--- src/rtl/exc_seq_pkg.sv ---
// Package: shared constants, types and vector-number lookup for the
// exception entry sequencer. Assumes a 10-source request vector whose
// bit index is also the priority rank (0 is highest).
package exc_seq_pkg;

    localparam int NUM_SRC = 10;
    localparam int SRC_W   = $clog2(NUM_SRC);
    localparam int SR_W    = 16;

    // Request bit positions, in priority order
    localparam logic [SRC_W-1:0] SRC_RESET   = SRC_W'(0);
    localparam logic [SRC_W-1:0] SRC_BUSERR  = SRC_W'(1);
    localparam logic [SRC_W-1:0] SRC_ADRERR  = SRC_W'(2);
    localparam logic [SRC_W-1:0] SRC_TRACE   = SRC_W'(3);
    localparam logic [SRC_W-1:0] SRC_IRQ     = SRC_W'(4);
    localparam logic [SRC_W-1:0] SRC_ILLEGAL = SRC_W'(5);
    localparam logic [SRC_W-1:0] SRC_PRIV    = SRC_W'(6);
    localparam logic [SRC_W-1:0] SRC_TRAP    = SRC_W'(7);
    localparam logic [SRC_W-1:0] SRC_CHK     = SRC_W'(8);
    localparam logic [SRC_W-1:0] SRC_DIVZ    = SRC_W'(9);

    // Illegal-opcode flavours
    localparam logic [1:0] ILL_LINE_A = 2'd1;
    localparam logic [1:0] ILL_LINE_F = 2'd2;

    // Function codes for vector reads
    localparam logic [2:0] FC_SUP_PROG = 3'b110;
    localparam logic [2:0] FC_SUP_DATA = 3'b101;

    // Status word fields
    localparam int SR_TRACE_HI = 15;
    localparam int SR_TRACE_LO = 14;
    localparam int SR_SUPER    = 13;
    localparam int SR_MASK_HI  = 10;
    localparam int SR_MASK_LO  = 8;
    localparam logic [SR_W-1:0] SR_AFTER_RESET = 16'h2700;

    localparam logic [7:0] TRAP_BASE_VEC = 8'd32;

    typedef enum logic [2:0] {
        ST_IDLE,
        ST_SAVE,
        ST_FETCH_SP,
        ST_FETCH_PC,
        ST_DONE
    } seq_state_e;

    // Map a granted source to its vector number
    function automatic logic [7:0] vector_of(
        input logic [SRC_W-1:0] src,
        input logic [3:0]       trap_num,
        input logic             trapv,
        input logic [1:0]       ill_kind,
        input logic [7:0]       irq_vec
    );
        logic [7:0] v;
        case (src)
            SRC_RESET:   v = 8'd0;
            SRC_BUSERR:  v = 8'd2;
            SRC_ADRERR:  v = 8'd3;
            SRC_TRACE:   v = 8'd9;
            SRC_IRQ:     v = irq_vec;
            SRC_ILLEGAL: v = (ill_kind == ILL_LINE_A) ? 8'd10 :
                             (ill_kind == ILL_LINE_F) ? 8'd11 : 8'd4;
            SRC_PRIV:    v = 8'd8;
            SRC_TRAP:    v = trapv ? 8'd7 : (TRAP_BASE_VEC + {4'd0, trap_num});
            SRC_CHK:     v = 8'd6;
            SRC_DIVZ:    v = 8'd5;
            default:     v = 8'd4;
        endcase
        return v;
    endfunction

endpackage

--- src/rtl/exc_prio_pick.sv ---
// Module: fixed-priority picker. Bit 0 of req wins over every higher bit.
// Assumes requests are levels sampled by the caller; purely combinational.
module exc_prio_pick #(
    parameter int N     = 10,
    localparam int IDX_W = (N > 1) ? $clog2(N) : 1
) (
    input  logic             clk,
    input  logic             rst_n,
    input  logic [N-1:0]     req,
    output logic [N-1:0]     grant,
    output logic             any,
    output logic [IDX_W-1:0] idx
);
    logic [N:0] seen;

    assign seen[0] = 1'b0;

    // Prefix-OR chain: a bit is granted when no lower bit is pending
    for (genvar i = 0; i < N; i++) begin : g_chain
        assign grant[i]  = req[i] & ~seen[i];
        assign seen[i+1] = seen[i] | req[i];
    end

    assign any = seen[N];

    // Encode the granted bit as an index
    always_comb begin
        idx = '0;
        for (int k = 0; k < N; k++) begin
            if (grant[k]) idx = IDX_W'(k);
        end
    end

    p_grant_onehot_r1: assert property (@(posedge clk) disable iff (!rst_n)
        $onehot0(grant) && (any == (req != '0)));

    p_grant_lowest_r1: assert property (@(posedge clk) disable iff (!rst_n)
        (req[0]) |-> grant[0]);

endmodule

--- src/rtl/exc_vec_calc.sv ---
// Module: for the granted source, forms the vector number, the table
// address (base + 4*vector) and the status word for the handler.
// Assumes the base register is forced to zero for a reset exception.
module exc_vec_calc
    import exc_seq_pkg::*;
#(
    parameter int ADDR_W = 32
) (
    input  logic [SRC_W-1:0]  src,
    input  logic [3:0]        trap_num,
    input  logic              trapv,
    input  logic [1:0]        ill_kind,
    input  logic [2:0]        irq_level,
    input  logic [7:0]        irq_vec,
    input  logic [SR_W-1:0]   sr_cur,
    input  logic [ADDR_W-1:0] vbr,
    output logic [7:0]        vec_num,
    output logic [ADDR_W-1:0] vec_addr,
    output logic [SR_W-1:0]   sr_next
);
    localparam int OFS_W = 10;

    logic [ADDR_W-1:0] base;
    logic [OFS_W-1:0]  offset;

    // Vector number lookup
    assign vec_num = vector_of(src, trap_num, trapv, ill_kind, irq_vec);

    // Table address: reset always reads from address zero
    assign base     = (src == SRC_RESET) ? '0 : vbr;
    assign offset   = {vec_num, 2'b00};
    assign vec_addr = base + ADDR_W'(offset);

    // Supervisor entry: set S, clear both trace bits, adjust mask
    always_comb begin
        sr_next = sr_cur;
        sr_next[SR_TRACE_HI:SR_TRACE_LO] = 2'b00;
        sr_next[SR_SUPER] = 1'b1;
        if (src == SRC_IRQ) sr_next[SR_MASK_HI:SR_MASK_LO] = irq_level;
        if (src == SRC_RESET) sr_next = SR_AFTER_RESET;
    end

endmodule

--- src/rtl/exc_fetch_ctrl.sv ---
// Module: sequencing state machine. Waits for the context save (non-reset),
// runs one or two longword reads, then pulses done with the results.
// Assumes start is only raised while busy is low.
module exc_fetch_ctrl
    import exc_seq_pkg::*;
#(
    parameter int ADDR_W = 32,
    parameter int DATA_W = 32
) (
    input  logic              clk,
    input  logic              rst_n,
    input  logic              start,
    input  logic              start_reset,
    input  logic [ADDR_W-1:0] start_addr,
    input  logic [SR_W-1:0]   start_sr,
    output logic              busy,
    output logic              save_req,
    input  logic              save_ack,
    output logic              bus_req,
    output logic [ADDR_W-1:0] bus_addr,
    output logic [2:0]        bus_fc,
    input  logic              bus_ack,
    input  logic [DATA_W-1:0] bus_rdata,
    output logic              done,
    output logic [DATA_W-1:0] new_pc,
    output logic [SR_W-1:0]   new_sr,
    output logic              ssp_load,
    output logic [DATA_W-1:0] new_ssp
);
    localparam logic [ADDR_W-1:0] LONG_STEP = ADDR_W'(4);

    seq_state_e        state_q;
    logic [ADDR_W-1:0] addr_q;
    logic [SR_W-1:0]   sr_q;
    logic [DATA_W-1:0] pc_q;
    logic [DATA_W-1:0] ssp_q;
    logic              is_reset_q;

    // State transitions and capture of request parameters and read data
    always_ff @(posedge clk) begin
        if (!rst_n) begin
            state_q    <= ST_IDLE;
            addr_q     <= '0;
            sr_q       <= '0;
            pc_q       <= '0;
            ssp_q      <= '0;
            is_reset_q <= 1'b0;
        end else begin
            case (state_q)
                ST_IDLE: begin
                    if (start) begin
                        addr_q     <= start_addr;
                        sr_q       <= start_sr;
                        is_reset_q <= start_reset;
                        state_q    <= start_reset ? ST_FETCH_SP : ST_SAVE;
                    end
                end
                ST_SAVE: begin
                    if (save_ack) state_q <= ST_FETCH_PC;
                end
                ST_FETCH_SP: begin
                    if (bus_ack) begin
                        ssp_q   <= bus_rdata;
                        addr_q  <= addr_q + LONG_STEP;
                        state_q <= ST_FETCH_PC;
                    end
                end
                ST_FETCH_PC: begin
                    if (bus_ack) begin
                        pc_q    <= bus_rdata;
                        state_q <= ST_DONE;
                    end
                end
                ST_DONE:  state_q <= ST_IDLE;
                default:  state_q <= ST_IDLE;
            endcase
        end
    end

    // Output decode from the current state
    always_comb begin
        busy     = (state_q != ST_IDLE);
        save_req = (state_q == ST_SAVE);
        bus_req  = (state_q == ST_FETCH_SP) || (state_q == ST_FETCH_PC);
        bus_addr = addr_q;
        bus_fc   = is_reset_q ? FC_SUP_PROG : FC_SUP_DATA;
        done     = (state_q == ST_DONE);
        ssp_load = (state_q == ST_DONE) && is_reset_q;
        new_pc   = pc_q;
        new_sr   = sr_q;
        new_ssp  = ssp_q;
    end

    p_fetch_holdoff_r8: assert property (@(posedge clk) disable iff (!rst_n)
        (save_req && !save_ack) |=> !bus_req);

    p_bus_stable_r9: assert property (@(posedge clk) disable iff (!rst_n)
        (bus_req && !bus_ack) |=> (bus_req && $stable(bus_addr) && $stable(bus_fc)));

    p_done_pulse_r10: assert property (@(posedge clk) disable iff (!rst_n)
        done |=> !done);

    p_reset_nosave_r5: assert property (@(posedge clk) disable iff (!rst_n)
        (bus_req && bus_fc == FC_SUP_PROG) |-> !save_req);

    p_done_after_ack_r10: assert property (@(posedge clk) disable iff (!rst_n)
        done |-> $past(bus_ack));

endmodule

--- src/rtl/exc_seq.sv ---
// Module: top of the exception entry sequencer. Holds the vector base
// register, arbitrates requests while idle, and hands the chosen entry to
// the fetch controller. Assumes requests are held by their sources until
// granted.
module exc_seq
    import exc_seq_pkg::*;
#(
    parameter int ADDR_W = 32,
    parameter int DATA_W = 32
) (
    input  logic               clk,
    input  logic               rst_n,
    input  logic [NUM_SRC-1:0] req_i,
    input  logic [3:0]         trap_num_i,
    input  logic               trapv_i,
    input  logic [1:0]         illegal_kind_i,
    input  logic [2:0]         irq_level_i,
    input  logic [7:0]         irq_vector_i,
    input  logic [SR_W-1:0]    sr_i,
    input  logic               vbr_we_i,
    input  logic [ADDR_W-1:0]  vbr_d_i,
    output logic [NUM_SRC-1:0] grant_o,
    output logic               save_req_o,
    input  logic               save_ack_i,
    output logic               bus_req_o,
    output logic [ADDR_W-1:0]  bus_addr_o,
    output logic [2:0]         bus_fc_o,
    input  logic               bus_ack_i,
    input  logic [DATA_W-1:0]  bus_rdata_i,
    output logic               done_o,
    output logic [DATA_W-1:0]  new_pc_o,
    output logic [SR_W-1:0]    new_sr_o,
    output logic               ssp_load_o,
    output logic [DATA_W-1:0]  new_ssp_o
);
    logic [NUM_SRC-1:0] pick_grant;
    logic               pick_any;
    logic [SRC_W-1:0]   pick_idx;
    logic [ADDR_W-1:0]  vbr_q;
    logic [7:0]         vec_num;
    logic [ADDR_W-1:0]  vec_addr;
    logic [SR_W-1:0]    sr_next;
    logic               busy;
    logic               accept;
    logic               accept_reset;

    exc_prio_pick #(.N(NUM_SRC)) u_pick (
        .clk   (clk),
        .rst_n (rst_n),
        .req   (req_i),
        .grant (pick_grant),
        .any   (pick_any),
        .idx   (pick_idx)
    );

    exc_vec_calc #(.ADDR_W(ADDR_W)) u_calc (
        .src       (pick_idx),
        .trap_num  (trap_num_i),
        .trapv     (trapv_i),
        .ill_kind  (illegal_kind_i),
        .irq_level (irq_level_i),
        .irq_vec   (irq_vector_i),
        .sr_cur    (sr_i),
        .vbr       (vbr_q),
        .vec_num   (vec_num),
        .vec_addr  (vec_addr),
        .sr_next   (sr_next)
    );

    // Accept only while the sequencer is idle
    assign accept       = pick_any && !busy;
    assign accept_reset = accept && (pick_idx == SRC_RESET);
    assign grant_o      = accept ? pick_grant : '0;

    // Vector base register: cleared by block reset and by a reset exception
    always_ff @(posedge clk) begin
        if (!rst_n)            vbr_q <= '0;
        else if (accept_reset) vbr_q <= '0;
        else if (vbr_we_i)     vbr_q <= vbr_d_i;
    end

    exc_fetch_ctrl #(.ADDR_W(ADDR_W), .DATA_W(DATA_W)) u_ctrl (
        .clk         (clk),
        .rst_n       (rst_n),
        .start       (accept),
        .start_reset (accept_reset),
        .start_addr  (vec_addr),
        .start_sr    (sr_next),
        .busy        (busy),
        .save_req    (save_req_o),
        .save_ack    (save_ack_i),
        .bus_req     (bus_req_o),
        .bus_addr    (bus_addr_o),
        .bus_fc      (bus_fc_o),
        .bus_ack     (bus_ack_i),
        .bus_rdata   (bus_rdata_i),
        .done        (done_o),
        .new_pc      (new_pc_o),
        .new_sr      (new_sr_o),
        .ssp_load    (ssp_load_o),
        .new_ssp     (new_ssp_o)
    );

    p_sr_super_r7: assert property (@(posedge clk) disable iff (!rst_n)
        done_o |-> (new_sr_o[SR_SUPER] && new_sr_o[SR_TRACE_HI:SR_TRACE_LO] == 2'b00));

    p_no_grant_busy_r10: assert property (@(posedge clk) disable iff (!rst_n)
        (save_req_o || bus_req_o || done_o) |-> (grant_o == '0));

    p_reset_fc_r6: assert property (@(posedge clk) disable iff (!rst_n)
        grant_o[0] |=> (bus_req_o && bus_fc_o == FC_SUP_PROG && bus_addr_o == '0));

    p_vbr_clear_r4: assert property (@(posedge clk) disable iff (!rst_n)
        grant_o[0] |=> (vbr_q == '0));

endmodule

--- config.mk ---
export PLATFORM = sky130hd
export DESIGN_NAME = exc_seq
export DESIGN_NICKNAME = d
export VERILOG_FILES = /design/src/rtl/exc_seq_pkg.sv /design/src/rtl/exc_prio_pick.sv /design/src/rtl/exc_vec_calc.sv /design/src/rtl/exc_fetch_ctrl.sv /design/src/rtl/exc_seq.sv
export SDC_FILE = /design/constraint.sdc
export NUM_CORES = 1
export LEC_CHECK = 0
export BUFFER_PORTS_ARGS = -buffer_cell sky130_fd_sc_hd__buf_2
export CORE_MARGIN = 1
export CORE_UTILIZATION = 45
export CTS_CLUSTER_SIZE = 12
export DETAILED_ROUTE_END_ITERATION = 8
export PLACE_DENSITY_LB_ADDON = 0.12
export SLEW_MARGIN = 0
export SYNTH_ARGS = -nofsm -noshare
export SYNTH_HDL_FRONTEND = slang
export SYNTH_SLANG_ARGS = --single-unit
--- constraint.sdc ---
create_clock -name clk -period 4.5 [get_ports clk]
set_input_delay 0 -clock clk [delete_from_list [all_inputs] [get_ports clk]]
set_output_delay 0 -clock clk [all_outputs]
set_load 0.005 [all_outputs]
==> run metrics <==
synthesized instance count=924; Worst Skew=around 0.0085 ns; die height=roughly 130 µm; CP Max Fanout=32; drt pass-1 iters=5; n_diodes=0; kind of critical path=reg2reg; dpl hpwl=approximately 15 mm; CTS Sinks=146; Synth Area per Inst=7.82 µm²; worst hold slack=~0.067 ns; vias in the first global route=approximately 7200; crit start category=flip-flop; io pins=roughly 240; pre-CTS setup slack=1.03 ns; core region area=0.0154 mm²; Worst path slowest cell=nand2_1; CP Data Required Time=between 4 and 5 ns; Slew @ Worst Pin=1.13 ns; cells on worst reg2reg path=5; Sum Neg Setup Slack=0 ns; Root Buffer=clkbuf_16; max incr delay on CP=between 0.9 and 1 ns; Max Clk Rate=about 310 MHz; Remaining DRCs=0; leading cell types in the layout, fill and taps excluded=buf_2, nand2_1, dfxtp_1; routed vias=around 7700; worst hold path depth=3; leakage=approximately 4.3 nW; Yosys reg bits=146; Die X=129 µm; final wirelength=approximately 23 mm; Total GRT Usage=0.272; Netlist cell types=73; Rel. slew slack=0.242; Synth Flop Type=dfxtp_1; data arrival time of the worst path=3.53 ns; initial drt markers=474; first-pass GRT wire length=35.5 mm; post-route clock period utilization=0.725; CP cell instances=nor3_1 > o31a_1 > nand2_1 > nand2_1 > nor2_1; Slew Limit Fails=0; Peak VDD IR=289 µV; max_cap viols=0; CTS tree=done; Layout Nets=1331; CTS Buf Count=17; initial antenna violation count=0; H-tree level count=4; sequential fraction of the synthesis area=0.404; fin util=0.642; Initial Util=0.469; Hold Crit Class=in2reg; routability cong.=between 0.8 and 0.9; Setup WS post-layout=1.24 ns; Die ar.=0.0166 mm²; number of port buffers=235; Crit path top cell by count=nand2_1; commonest non-fill, non-tap cell in the layout=buf_2; Layout area overhead=37.0%; Synth Warn #=0; post-route ant nets=0; power per standard cell area=roughly 370 mW/mm²; fraction of layout cells with a size suffix above 1=0.246; unrepaired setup endpoints after global routing=no; clk_lat worst skew=0.42 ns; async set or reset register ratio after synthesis=0; critical path endpoint category=flip-flop; wire per inst=15.9 µm; Post-synth EDFFs=0; final setup vio count=0; Reg clk slew, reported paths=around 0.06 ns; Final Hold Violating Endpoints=0; status=finished clean; Mapped Area=0.00723 mm²; CTS Buffer Depth=2; Via density=roughly 5.4; Overflow after GRT=0; final worst path period need=3.26 ns; maximum number of pins on one net before global-route repair=67; site row count=between 40 and 50; CTS resizes=0
## cell families (layout without fill, tap and decap cells)
kind of cell               Yosys count  after routing  share of synthesized area
adders and majority gates           11             11                     0.0201
buffers and inverters               79            374                     0.0448
DFF                                146            146                      0.404
and+or+nand+nor                    397            397                      0.263
other                                2              3                    0.00104
AOI/OAI and AO/OA                  231            231                      0.190
xor gates and xnor gates            20             20                     0.0242
muxes                               38             38                     0.0528
## final timing paths
| check | start | end | slack (ns) |
|---|---|---|---|
| worst min-delay path | rst_n | u_ctrl.new_sr[8]$_SDFFE_PN0P_ | 0.07 |
| worst max-delay path | u_ctrl.state_q[0]$_SDFFE_PN0P_ | vbr_q[26]$_SDFFE_PP0P_ | 1.24 |
| worst max register to register | u_ctrl.state_q[0]$_SDFFE_PN0P_ | vbr_q[26]$_SDFFE_PP0P_ | 1.24 |
| worst min register to register | u_ctrl.new_pc[3]$_SDFFE_PN0P_ | u_ctrl.new_pc[3]$_SDFFE_PN0P_ | 0.45 |
## area by class of cell
cell class                      instances  area [µm²]
Tap cell                              211         264
Clock buffer                           17         425
Clock inverter                         15         146
Sequential cell                       146        2920
Multi-Input combinational cell        700        4000
Inverter                               12        45.0
Timing Repair Buffer                  330        2090
Fill cell                            1403        5530
## registers in the layout, summed over array words and instances (netlist names)
signal	flops
u_ctrl.new_sr	14
u_ctrl.bus_addr	32
u_ctrl.new_pc	32
u_ctrl.state_q	3
vbr_q	32
u_ctrl.is_reset_q	1
u_ctrl.new_ssp	32
## synth_stat cells, drive strengths merged, types with 10 or more instances
| cell type | count | area share |
|---|---|---|
| a21oi | 115 | 0.080 |
| mux2i | 37 | 0.051 |
| nor4 | 16 | 0.017 |
| nor2 | 82 | 0.043 |
| and2 | 16 | 0.014 |
| and3 | 11 | 0.0095 |
| o21ai | 41 | 0.028 |
| xnor2 | 11 | 0.013 |
| a31oi | 18 | 0.016 |
| nand2 | 172 | 0.089 |
| nand3 | 23 | 0.016 |
| buf | 15 | 0.012 |
| inv | 12 | 0.0062 |
| ha | 10 | 0.017 |
| clkbuf | 52 | 0.027 |
| nand4 | 13 | 0.011 |
| and4 | 10 | 0.012 |
| a22oi | 11 | 0.011 |
| nor3 | 23 | 0.017 |
| dfxtp | 146 | 0.40 |
## per-stage QoR
| stage | area [µm²] | power (W) | instances |
|---|---|---|---|
| after floorplan | 7230 | 0.00199 | 925 |
| after global placement | 8510 | 0.00228 | 1317 |
| after detailed placement | 8510 | 0.00229 | 1317 |
| after CTS | 9900 | 0.00372 | 1431 |
| after global routing | 9900 | 0.00390 | 1431 |
| final | 9900 | 0.00371 | 1431 |
## timing repair
action	4_1_cts	5_1_grt
buffers inserted	0	0
hold buffers	82	0
hold endpoints to repair	112	0
endpoints found under the setup margin	0	0
## metal layers
metal,wire length (µm),track usage
met5,0,0
met4,396,0.0948
met3,1610,0.0578
met2,10600,0.467
met1,10100,0.336
## worst max-delay path, delay by kind of cell, from the launching register on
family          cells  cell delay [ns]
compound gates      1             0.80
flops               1             0.41
simple gates        4             1.87
## report_power, final
group | leakage (nW) | switching [W] | internal, W
clock | 0.275 | 0.000607 | 0.000777
sequential | 1.19 | 0.000114 | 0.00141
combinational | 2.82 | 0.000474 | 0.000331
(Power assumes the default switching activity.)
